$ cat src/rtl/wdg_pkg.sv
package wdg_pkg;

   localparam int unsigned IDX_COUNT  = 0;
   localparam int unsigned IDX_RELOAD = 1;
   localparam int unsigned IDX_KICK   = 2;
   localparam int unsigned IDX_CTRL   = 3;
   localparam int unsigned IDX_STAT   = 4;
   localparam int unsigned IDX_CLEAR  = 5;

   localparam int unsigned CB_RUN   = 0;
   localparam int unsigned CB_RST   = 1;
   localparam int unsigned CB_IRQ   = 2;
   localparam int unsigned CB_EXT   = 3;
   localparam int unsigned CB_TICK  = 4;
   localparam int unsigned CB_SCOPE = 5;
   localparam int unsigned CB_BOOT  = 7;

   localparam int unsigned SB_EXP  = 0;
   localparam int unsigned SB_BOOT = 1;
   localparam int unsigned SB_PRE  = 2;

   typedef enum logic [1:0] {
      SCOPE_SOC  = 2'd0,
      SCOPE_CHIP = 2'd1,
      SCOPE_CPU  = 2'd2,
      SCOPE_RSVD = 2'd3
   } scope_e;

   typedef struct packed {
      logic   boot_en;
      scope_e scope;
      logic   tick_sel;
      logic   ext_en;
      logic   irq_en;
      logic   rst_en;
      logic   run;
   } ctl_t;

endpackage

$ cat src/rtl/wdg_regs.sv
module wdg_regs
   import wdg_pkg::*;
#(
   parameter int unsigned ADDR_W      = 5,
   parameter int unsigned DATA_W      = 32,
   parameter int unsigned CNT_W       = 32,
   parameter int unsigned THR_LSB     = 10,
   parameter int unsigned KICK_KEY    = 'h4755,
   parameter int unsigned RELOAD_INIT = 'h0F00_0000
) (
   input  logic              clk,
   input  logic              rst_n,
   input  logic              wr,
   input  logic              rd,
   input  logic [ADDR_W-1:0] addr,
   input  logic [DATA_W-1:0] wdata,
   input  logic [CNT_W-1:0]  cnt,
   input  logic [2:0]        stat,
   output ctl_t              ctl,
   output logic [DATA_W-1:0] thr,
   output logic [CNT_W-1:0]  reload,
   output logic              kick,
   output logic              clr,
   output logic [DATA_W-1:0] rdata
);
   localparam int unsigned IDX_W = ADDR_W - 2;

   logic [DATA_W-1:0] ctrl_q;
   logic [IDX_W-1:0]  idx;
   logic              aligned;
   logic              wr_ok;

   assign idx     = addr[ADDR_W-1:2];
   assign aligned = (addr[1:0] == 2'b00);
   assign wr_ok   = wr && aligned;

   assign kick = wr_ok && (idx == IDX_W'(IDX_KICK)) && (wdata == DATA_W'(KICK_KEY));
   assign clr  = wr_ok && (idx == IDX_W'(IDX_CLEAR)) && wdata[0];

   always_ff @(posedge clk or negedge rst_n) begin
      if (!rst_n) begin
         ctrl_q <= '0;
         reload <= CNT_W'(RELOAD_INIT);
      end else if (wr_ok) begin
         if (idx == IDX_W'(IDX_CTRL))   ctrl_q <= wdata;
         if (idx == IDX_W'(IDX_RELOAD)) reload <= wdata[CNT_W-1:0];
      end
   end

   assign ctl = ctl_t'(ctrl_q[7:0]);
   assign thr = {ctrl_q[DATA_W-1:THR_LSB], {THR_LSB{1'b0}}};

   always_ff @(posedge clk or negedge rst_n) begin
      if (!rst_n) begin
         rdata <= '0;
      end else if (rd) begin
         rdata <= '0;
         if (aligned) begin
            case (idx)
               IDX_W'(IDX_COUNT):  rdata <= DATA_W'(cnt);
               IDX_W'(IDX_RELOAD): rdata <= DATA_W'(reload);
               IDX_W'(IDX_CTRL):   rdata <= ctrl_q;
               IDX_W'(IDX_STAT):   rdata <= DATA_W'(stat);
               default:            rdata <= '0;
            endcase
         end
      end
   end

   a_r4_ctrl_write_keeps_reload: assert property (@(posedge clk) disable iff (!rst_n)
      (wr_ok && idx != IDX_W'(IDX_RELOAD)) |=> $stable(reload));

endmodule

$ cat src/rtl/wdg_counter.sv
module wdg_counter #(
   parameter int unsigned CNT_W = 32
) (
   input  logic             clk,
   input  logic             rst_n,
   input  logic             kick,
   input  logic [CNT_W-1:0] reload,
   input  logic             run_en,
   input  logic             tick_sel,
   input  logic             tick,
   output logic [CNT_W-1:0] cnt,
   output logic             live,
   output logic             expire
);
   logic step;

   assign step = tick_sel ? tick : 1'b1;

   always_ff @(posedge clk or negedge rst_n) begin
      if (!rst_n) begin
         cnt    <= '0;
         live   <= 1'b0;
         expire <= 1'b0;
      end else if (kick) begin
         cnt    <= reload;
         live   <= 1'b1;
         expire <= 1'b0;
      end else begin
         expire <= 1'b0;
         if (live && run_en && step) begin
            if (cnt <= CNT_W'(1)) begin
               cnt    <= '0;
               live   <= 1'b0;
               expire <= 1'b1;
            end else begin
               cnt <= cnt - CNT_W'(1);
            end
         end
      end
   end

   a_r2_kick_loads: assert property (@(posedge clk) disable iff (!rst_n)
      kick |=> (cnt == $past(reload)) && live);
   a_r4_frozen_holds: assert property (@(posedge clk) disable iff (!rst_n)
      (!run_en && !kick) |=> $stable(cnt));
   a_r5_idle_after_expiry: assert property (@(posedge clk) disable iff (!rst_n)
      (!live && !kick) |=> $stable(cnt) && !live);
   a_r5_expire_at_zero: assert property (@(posedge clk) disable iff (!rst_n)
      expire |-> (cnt == '0) && !live);

endmodule

$ cat src/rtl/wdg_status.sv
module wdg_status (
   input  logic       clk,
   input  logic       rst_n,
   input  logic       expire,
   input  logic       boot_en,
   input  logic       pre_hit,
   input  logic       clr,
   output logic [2:0] stat
);
   import wdg_pkg::*;

   always_ff @(posedge clk or negedge rst_n) begin
      if (!rst_n) begin
         stat <= '0;
      end else begin
         stat[SB_EXP]  <= expire | (stat[SB_EXP] & ~clr);
         stat[SB_BOOT] <= (expire & boot_en) | (stat[SB_BOOT] & ~clr);
         stat[SB_PRE]  <= pre_hit | (stat[SB_PRE] & ~clr);
      end
   end

   a_r7_irq_level: assert property (@(posedge clk) disable iff (!rst_n)
      (stat[SB_PRE] && !clr) |=> stat[SB_PRE]);
   a_r9_clear_empties: assert property (@(posedge clk) disable iff (!rst_n)
      (clr && !expire && !pre_hit) |=> (stat == 3'b000));
   a_r8_boot_on_expiry: assert property (@(posedge clk) disable iff (!rst_n)
      (expire && boot_en) |=> stat[SB_BOOT] && stat[SB_EXP]);

endmodule

$ cat src/rtl/wdg_timer.sv
module wdg_timer
   import wdg_pkg::*;
#(
   parameter int unsigned ADDR_W      = 5,
   parameter int unsigned DATA_W      = 32,
   parameter int unsigned CNT_W       = 32,
   parameter int unsigned THR_LSB     = 10,
   parameter int unsigned KICK_KEY    = 'h4755,
   parameter int unsigned RELOAD_INIT = 'h0F00_0000
) (
   input  logic              clk,
   input  logic              rst_n,
   input  logic              tick_1m,
   input  logic              bus_wr,
   input  logic              bus_rd,
   input  logic [ADDR_W-1:0] bus_addr,
   input  logic [DATA_W-1:0] bus_wdata,
   output logic [DATA_W-1:0] bus_rdata,
   output logic              irq_o,
   output logic              rst_req_o,
   output logic [1:0]        rst_scope_o,
   output logic              ext_rst_o
);
   generate
      if (ADDR_W < 5) begin : g_bad_addr
         $error("ADDR_W must cover six word registers");
      end
      if (CNT_W > DATA_W || CNT_W < 2) begin : g_bad_cnt
         $error("CNT_W must lie in 2..DATA_W");
      end
      if (THR_LSB < 8 || THR_LSB >= DATA_W) begin : g_bad_thr
         $error("THR_LSB must sit above the control byte and below DATA_W");
      end
   endgenerate

   ctl_t              ctl;
   logic [DATA_W-1:0] thr;
   logic [CNT_W-1:0]  reload;
   logic [CNT_W-1:0]  cnt;
   logic              kick;
   logic              clr;
   logic              live;
   logic              expire;
   logic              pre_hit;
   logic [2:0]        stat;

   wdg_regs #(
      .ADDR_W(ADDR_W), .DATA_W(DATA_W), .CNT_W(CNT_W), .THR_LSB(THR_LSB),
      .KICK_KEY(KICK_KEY), .RELOAD_INIT(RELOAD_INIT)
   ) u_regs (
      .clk(clk), .rst_n(rst_n), .wr(bus_wr), .rd(bus_rd), .addr(bus_addr),
      .wdata(bus_wdata), .cnt(cnt), .stat(stat), .ctl(ctl), .thr(thr),
      .reload(reload), .kick(kick), .clr(clr), .rdata(bus_rdata)
   );

   wdg_counter #(.CNT_W(CNT_W)) u_cnt (
      .clk(clk), .rst_n(rst_n), .kick(kick), .reload(reload), .run_en(ctl.run),
      .tick_sel(ctl.tick_sel), .tick(tick_1m), .cnt(cnt), .live(live),
      .expire(expire)
   );

   assign pre_hit = live && ctl.run && ctl.irq_en && (DATA_W'(cnt) <= thr);

   wdg_status u_stat (
      .clk(clk), .rst_n(rst_n), .expire(expire), .boot_en(ctl.boot_en),
      .pre_hit(pre_hit), .clr(clr), .stat(stat)
   );

   assign irq_o       = stat[SB_PRE];
   assign rst_req_o   = expire & ctl.rst_en;
   assign ext_rst_o   = expire & ctl.ext_en;
   assign rst_scope_o = ctl.scope;

   a_r6_req_one_cycle: assert property (@(posedge clk) disable iff (!rst_n)
      rst_req_o |=> !rst_req_o);
   a_r5_expiry_logged: assert property (@(posedge clk) disable iff (!rst_n)
      rst_req_o |=> stat[SB_EXP]);

endmodule

$ cat config.mk
export PLATFORM = sky130hd
export DESIGN_NAME = wdg_timer
export DESIGN_NICKNAME = d
export VERILOG_FILES = /design/src/rtl/wdg_pkg.sv /design/src/rtl/wdg_regs.sv /design/src/rtl/wdg_counter.sv /design/src/rtl/wdg_status.sv /design/src/rtl/wdg_timer.sv
export SDC_FILE = /design/constraint.sdc
export NUM_CORES = 1
export LEC_CHECK = 0
export ABC_AREA = 1
export BUFFER_PORTS_ARGS = -buffer_cell sky130_fd_sc_hd__clkbuf_2
export CAP_MARGIN = 10
export CORE_ASPECT_RATIO = 1.25
export CORE_MARGIN = 5
export CORE_UTILIZATION = 45
export DETAILED_ROUTE_END_ITERATION = 8
export HOLD_SLACK_MARGIN = 0.02
export SLEW_MARGIN = 25
export SYNTH_ARGS = -nofsm -noshare
export SYNTH_HDL_FRONTEND = slang
export SYNTH_SLANG_ARGS = --single-unit
$ cat constraint.sdc
create_clock -name clk -period 3.4 [get_ports clk]
set_input_delay 0.17 -clock clk [delete_from_list [all_inputs] [get_ports clk]]
set_output_delay 0.17 -clock clk [all_outputs]
set_load 0.01 [all_outputs]
==> summary.md, run 1 <==
| Metric | Value |
|---|---|
| Seq cells post-synth | `approximately 130` |
| GR Util met2 | `around two fifths` |
| CTS clk-pin slew, worst paths | `around 60 ps` |
| Crit Path Class | `input pin to flip-flop` |
| Vias | `between 7000 and 8000` |
| Clk_skew | `9.46 ps` |
| Largest net degree at the start of global routing | `73` |
| Initial DRC Count | `379` |
| DR vias/cell | `~5.0` |
| Post-Route WL | `roughly 22 mm` |
| Clock power frac | `a little over two fifths` |
| Slowest stage delay, CP | `roughly 530 ps` |
| # nets final | `~1200` |
| I/O pin cnt | `a little under 80` |
| Syn Inst Count | `~1100` |
| Placer's final routability congestion estimate | `around 0.94` |
| Cell row count | `54` |
| Sum Neg Setup Slack | `0 ps` |
| WP data required | `3750 ps` |
| Min-Delay Path Depth | `3` |
| Most instantiated library cell after synthesis | `nand2_1` |
| PwrDens | `about 450 mW/mm²` |
| Grt ovf | `0` |
| Switching power | `around 1.1 mW` |
| Most Used Layer, Global Route | `met2` |
| CTS tree | `done` |
| Period minus WS final | `roughly 2200 ps` |
| R2r startpoint | `u_cnt.cnt[0]$_DFFE_PN0P_` |
| Hold EP | `u_regs.ctrl_q[10]$_DFFE_PN0P_` |
| Max-Cap Viols | `0` |
| Starting Density | `between 40 and 50%` |
| Layout cell share with drive strength beyond 1 | `roughly an eighth` |
| DIE WIDTH | `~130 µm` |
| Cell-internal power | `a little over 3 mW` |
| Leading area contributor after synthesis | `dfrtp_1` |
| Arrival time at the worst endpoint | `around 2600 ps` |
| Distinct cells, synth | `34` |
| Crit-path max FO | `19` |
| Leak pwr | `4.89 nW` |
| Area delta synth->final | `16.1%` |
| Sequential share of power | `45.4%` |
| FF-to-FF End | `u_cnt.cnt[24]$_DFFE_PN0P_` |
| Die ar. | `between 0.02 and 0.025 mm²` |
| Post-synth net total | `about 1200` |
| Worst-Skew Late Latency | `approximately 420 ps` |
| DR WL/cell | `~16 µm` |
| CP startpoint kind | `input pin` |
| Sw Ratio | `between 20% and 30%` |
| Dpl ws | `around 1100 ps` |
| Seq/Total Area, Yosys | `between 40 and 50%` |
| DRC errors left | `0` |
| Post-synth top area share | `between 40 and 50%` |
| CTS H-tree lvls | `4` |
| Final instance area | `between 0.009 and 0.01 mm²` |
| DRT Pass-1 Iters | `4` |
| Final hold vios | `0` |
| Largest cells by area after synthesis | `dfrtp_1 (41%), nand2_1 (17%), inv_1 (8.3%)` |
| Post-CTS Resized | `0` |
| First-pass GRT wire length | `roughly 36 mm` |
| Max rail drop VDD | `between 0.3 and 0.4 mV` |
| CTS Buf Count | `17` |
| Reg2reg setup slack | `approximately 1300 ps` |
| Avg Cell Area, Syn | `roughly 7.1 µm²` |
| Crit path capture type | `flip-flop` |
| Vias in the first global route | `7007` |
| Detailed placement HPWL | `between 15 and 20 mm` |
| Die H | `158 µm` |
| Met3 GRT Util | `between 4 and 5%` |
| Hold Startpoint | `bus_wdata[10]` |
| Post-route core utilization | `between 50% and 60%` |
| Area of placed instances | `roughly 0.0084 mm²` |
| Clock tree buffer depth | `2` |
| CP dominant cell by count | `nand2_1` |
| Worst-margin pin slew | `681 ps` |
| Cells along the critical path | `dlygate4sd3_1, clkbuf_2, nor2_1, nand2_1, nor2_1, nand3_2, nor2_4, buf_4, nand2_1, nand2_1, inv_1, nand2_1` |
| Final period util | `about 65%` |
| Initial antenna violation count | `0` |
| GR met1 Demand/Resource | `27.2%` |
| Top achievable clock speed | `around 460 MHz` |
| Final setup fails | `0` |
| Main synth FF type | `dfrtp_1` |
| Hold Path Class | `input pin to flip-flop` |
| Total track usage | `22.8%` |
| Synth warnings | `0` |
| Fraction of registers with async set/reset | `100%` |
| Outcome | `completed` |
| Post-Syn Area | `approximately 0.0078 mm²` |
| Final WS setup | `1200 ps` |
| CTS sink cnt | `133` |
| RSZ-0062 raised after global routing | `no` |
| Synth cell count leaders | `nand2_1 (345), inv_1 (174), dfrtp_1 (129)` |
| CTS Root Cell | `clkbuf_16` |
| Reg2reg path depth | `11` |
| Worst slew margin | `a little over half` |
| # port buffers | `78` |
| ANT nets after route | `0` |
| CP max-delay cell | `dlygate4sd3_1` |
| Slew Viols, Final | `0` |
| Number of synthesized flops with an enable pin | `0` |
| Comb power frac | `10.6%` |
| Ant. Diodes | `0` |
| Core Box Area | `around 0.017 mm²` |
power by group through the flow:
stage	logic [mW]	registers (mW)	clock network, mW
after floorplan	0.279	1.86	0
after detailed placement	0.435	1.90	0
after global placement	0.426	1.90	0
final	0.439	1.87	1.82
after CTS	0.449	1.87	1.86
after global routing	0.513	1.90	1.93
timing repair:
action,in CTS,in global routing
hold endpoints to repair,79,0
buffers inserted,0,0
hold buffers,12,0
critical path: cells and delay by family:
family / cells / cell delay (ps)
simple gates: 8 / 1350
buf+inv: 4 / 990
layer usage:
| metal | part of all wire [%] | vias to the layer above | routed length [µm] |
|---|---|---|---|
| met2 | 51 | 115 | 11200 |
| met3 | 3.1 | 42 | 687 |
| met5 | 0 | - | 0 |
| met4 | 3.4 | 0 | 742 |
| li1 | - | 3593 | - |
| met1 | 42 | 3253 | 9310 |
per-stage QoR:
step	hold WS [ps]	power [mW]	std cells
2_1_floorplan	-126	2.14	1096
3_3_place_gp	200	2.33	1368
3_5_place_dp	197	2.34	1368
4_1_cts	20.9	4.18	1412
5_1_grt	28.2	4.34	1412
6_report	29.2	4.13	1412
cell families after synthesis:
| kind of cell | Yosys count | synth area share (%) |
|---|---|---|
| flip-flops | 133 | 42.5 |
| AND/OR/NAND/NOR | 528 | 27.8 |
| adder cells (fa/ha/maj) | 25 | 3.99 |
| AO/OA/AOI/OAI | 168 | 11.7 |
| buffers and inverters | 218 | 11.3 |
| XOR/XNOR | 24 | 2.68 |
cell usage in the layout (no fill, tap or decap), drive strengths merged, types with 2 or more instances in the layout:
cell type    count
ha              25
nand3b           2
clkinv           6
clkbuf         101
nand3           59
o22ai           28
clkinvlp         2
nand2          349
xor2            24
a21o             2
a21oi           35
dlygate4sd3     12
buf             10
o2111ai          3
bufinv           2
nor3             3
o21ai           99
dfstp            4
nand4           12
nor2           100
inv            177
dfrtp          129
state kept, by name, indices dropped and copies added (netlist names):
signal	count
u_stat.stat	3
u_regs.ctrl_q	32
u_regs.rdata	32
u_cnt.live	1
u_regs.reload	32
u_cnt.cnt	32
u_cnt.expire	1
final cells by class:
| type | count | area [µm²] |
|---|---|---|
| fillers | 1824 | 8200 |
| clock inverters | 8 | 98.8 |
| inverters | 179 | 672 |
| multi-input cells | 745 | 3640 |
| repair buffers | 99 | 597 |
| flip-flops and latches | 133 | 3330 |
| clock buffers | 24 | 482 |
| well taps | 224 | 280 |
worst max path at each step:
| stage | from | to | cells past startpoint |
|---|---|---|---|
| floorplan | u_cnt.cnt[0]$_DFFE_PN0P_ | u_cnt.cnt[19]$_DFFE_PN0P_ | 10 |
| finish | bus_wdata[11] | u_cnt.cnt[17]$_DFFE_PN0P_ | 12 |
| CTS | bus_wdata[11] | u_cnt.cnt[12]$_DFFE_PN0P_ | 12 |
| global route | bus_wdata[11] | u_cnt.cnt[17]$_DFFE_PN0P_ | 12 |
| global placement | bus_addr[4] | u_cnt.cnt[24]$_DFFE_PN0P_ | 11 |
| detailed placement | bus_addr[4] | u_regs.reload[21]$_DFFE_PN0P_ | 7 |
Power figures use the tool's default switching activity.
==> inputs of run 2 (changes only) <==
--- a/config.mk
+++ b/config.mk
@@ -5,7 +5,7 @@
 export SDC_FILE = /design/constraint.sdc
 export NUM_CORES = 1
 export LEC_CHECK = 0
-export ABC_AREA = 1
+export ABC_AREA = 0
 export BUFFER_PORTS_ARGS = -buffer_cell sky130_fd_sc_hd__clkbuf_2
 export CAP_MARGIN = 10
 export CORE_ASPECT_RATIO = 1.25
==> constraint.sdc (replaced) <==
create_clock -name clk -period 2.23 [get_ports clk]
set_input_delay 0.1115 -clock clk [delete_from_list [all_inputs] [get_ports clk]]
set_output_delay 0.1115 -clock clk [all_outputs]
set_load 0.01 [all_outputs]
==> summary.md, run 2 <==
| Metric | Value |
|---|---|
| Layout cell share with drive strength beyond 1 | `approximately two fifths` |
| Final setup fails | `15` |
| Commonest cells after routing, fill and taps aside | `dfrtp_1 (129), mux2_2 (92), buf_4 (92)` |
| DR vias/cell | `5.61` |
| Most instantiated library cell after synthesis | `dfrtp_1` |
| Largest net degree at the start of global routing | `69` |
| Sequential share of power | `between 40% and 50%` |
| Max-Cap Viols | `0` |
| Worst slew margin | `~53%` |
| Distinct cells, synth | `61` |
| Switching power | `~1.7 mW` |
| Fillers | `between 1000 and 1500` |
| Dpl ws | `-135 ps` |
| Cell row count | `51` |
| CTS Root Cell | `clkbuf_16` |
| Leak pwr | `between 4 and 5 nW` |
| DR WL/cell | `between 15 and 20 µm` |
| Final WS setup | `-100 ps` |
| Ant. Diodes | `0` |
| Crit-path max FO | `3` |
| Vias | `approximately 6200` |
| CTS H-tree lvls | `4` |
| Sw Ratio | `around a quarter` |
| Largest cells by area after synthesis | `dfrtp_1 (45%), mux2_2 (15%), ha_1 (4.4%)` |
| Grt ovf | `0` |
| DRT Pass-1 Iters | `5` |
| Post-synth net total | `approximately 760` |
| Period minus WS final | `2330 ps` |
| Slowest stage delay, CP | `around 420 ps` |
| Leading area contributor after synthesis | `dfrtp_1` |
| CTS clk-pin slew, worst paths | `60 ps` |
| First-pass GRT wire length | `33.6 mm` |
| Reg2reg path depth | `8` |
| # port buffers | `slightly below 80` |
| Arrival time at the worst endpoint | `2680 ps` |
| Starting Density | `between 40% and 50%` |
| Hold Path Class | `input pin to flip-flop` |
| Worst-Skew Late Latency | `~430 ps` |
| Final hold vios | `0` |
| Placer's final routability congestion estimate | `slightly below 0.9` |
| Core Box Area | `between 0.015 and 0.02 mm²` |
| Syn Inst Count | `a little under 700` |
| DIE WIDTH | `123 µm` |
| Outcome | `finished with violations` |
| I/O pin cnt | `79` |
| Post-Route WL | `~21 mm` |
| Area delta synth->final | `35.6%` |
| Max rail drop VDD | `between 0.5 and 0.6 mV` |
| Initial antenna violation count | `0` |
| Failing checks | `negative setup slack` |
| PwrDens | `707 mW/mm²` |
| Die ar. | `roughly 0.019 mm²` |
| Initial DRC Count | `386` |
| # nets final | `943` |
| Reg2reg setup slack | `-100 ps` |
| CTS sink cnt | `between 100 and 150` |
| Cells along the critical path | `inv_2, ha_4, or3b_4, or3_4, nor4_4, o21ai_2, or4_1, a31oi_1` |
| CTS tree | `done` |
| Number of synthesized flops with an enable pin | `0` |
| Main synth FF type | `dfrtp_1` |
| WP data required | `~2600 ps` |
| DRC errors left | `0` |
| Min-Delay Path Depth | `3` |
| Die H | `151 µm` |
| Top achievable clock speed | `between 400 and 500 MHz` |
| CTS Buf Count | `17` |
| CP startpoint kind | `flip-flop` |
| Total track usage | `around a quarter` |
| Slew Viols, Final | `0` |
| Commonest non-fill, non-tap cell in the layout | `dfrtp_1` |
| Comb power frac | `a little over an eighth` |
| Clk_skew | `between 10 and 15 ps` |
| Detailed placement HPWL | `around 15 mm` |
| Min Hold Slack | `approximately 39 ps` |
| Final period util | `105%` |
| Worst-margin pin slew | `between 700 and 800 ps` |
| Synth warnings | `0` |
| Synth cell count leaders | `dfrtp_1 (129), mux2_2 (93), inv_1 (63)` |
| Clock tree buffer depth | `2` |
| Avg Cell Area, Syn | `10.4 µm²` |
| Vias in the first global route | `6534` |
| Crit path capture type | `flip-flop` |
| CP max-delay cell | `or4_1` |
| Crit Path Class | `flip-flop to flip-flop` |
| Seq cells post-synth | `about 130` |
| Post-Syn Area | `roughly 0.007 mm²` |
| Cell-internal power | `a little over 5 mW` |
| Fraction of registers with async set/reset | `between 90% and 100%` |
| RSZ-0062 raised after global routing | `yes` |
| ANT nets after route | `0` |
| Seq/Total Area, Yosys | `between 40% and 50%` |
| Clock power frac | `~45%` |
| Post-synth top area share | `a little under half` |
-- run 2: cell types whose count changed in the layout (fill, tap and decap cells not counted), sizes merged, moves of 61 or more --
cell | previous run | this run
nand2 | 349 | 26
inv | 177 | 65
buf | 10 | 107
mux2 | 0 | 93
o21ai | 99 | 21
nor2 | 100 | 39
-- run 2: final cells by class --
cell class / count / area [µm²] / area share, %
Clock buffer: 22 / 494 / 5.08
Clock inverter: 10 / 166 / 1.71
Inverter: 63 / 236 / 2.43
Multi-Input combinational cell: 447 / 3670 / 37.8
Sequential cell: 133 / 3330 / 34.3
Tap cell: 212 / 265 / 2.73
Timing Repair Buffer: 214 / 1560 / 16.0
-- run 2: power groups by stage --
stage	clock (mW)	sequential (mW)	combinational, mW
2_1_floorplan	0	2.82	0.579
3_3_place_gp	0	2.87	0.831
3_5_place_dp	0	2.89	0.862
4_1_cts	3.16	2.85	0.913
5_1_grt	3.29	2.88	1.02
6_report	3.12	2.85	0.912
-- run 2: path summary, 6_finish.rpt --
| kind | start | endpoint |
|---|---|---|
| worst max-delay path | u_cnt.cnt[1]$_DFFE_PN0P_ | u_cnt.cnt[26]$_DFFE_PN0P_ |
| worst min-delay path | bus_wdata[20] | u_regs.reload[20]$_DFFE_PN0P_ |
| worst max register to register | u_cnt.cnt[1]$_DFFE_PN0P_ | u_cnt.cnt[26]$_DFFE_PN0P_ |
| worst min register to register | u_stat.stat[0]$_DFF_PN0_ | u_stat.stat[0]$_DFF_PN0_ |
| max in group asynchronous | rst_n | u_regs.reload[25]$_DFFE_PN1P_ |
| min in group asynchronous | rst_n | u_regs.rdata[17]$_DFFE_PN0P_ |
-- run 2: critical path, delay by kind of cell (launching register included) --
| family | cells | cell delay [ps] |
|---|---|---|
| AO/OA/AOI/OAI | 2 | 290 |
| adder cells (fa/ha/maj) | 1 | 120 |
| buffers and inverters | 1 | 90 |
| flip-flops | 1 | 400 |
| AND/OR/NAND/NOR | 4 | 1370 |
-- run 2: stage by stage --
step	power (mW)	TNS [ps]	instance area, µm²	instances	util (%)
2_1_floorplan	3.40	-985	7210	689	-
3_3_place_gp	3.71	-1090	8390	1029	53.7
3_5_place_dp	3.75	-1850	8390	1029	53.7
4_1_cts	6.92	-483	9550	1099	61.1
5_1_grt	7.18	-2460	9730	1101	62.2
6_report	6.88	-638	9730	1101	62.2
-- run 2: layer usage --
layer	share of wire, %	global-route usage, %
met1	41	29.3
met4	2.8	9.75
met5	0	0
met3	4.1	3.92
met2	52	40.5
-- run 2: cells by family (layout without fill, tap and decap cells) --
family                   after synthesis  after routing  share of synthesized area, %
adder cells (fa/ha/maj)               25             25                          4.36
AND/OR/NAND/NOR                      164            164                          13.1
multiplexers                          97             97                          15.2
buffers and inverters                109            309                          6.12
AO/OA/AOI/OAI                        158            158                          14.4
flip-flops                           133            133                          46.5
XOR/XNOR                               3              3                         0.366
-- run 2: timing repair --
item / CTS / global route
cloned: 0 / 0
pin swaps: 19 / 19
endpoints found under the hold margin: 123 / 0
resized for setup: 37 / 36
hold buffers: 30 / 0
setup buffers: 9 / 2
endpoints found under the setup margin: 32 / 33
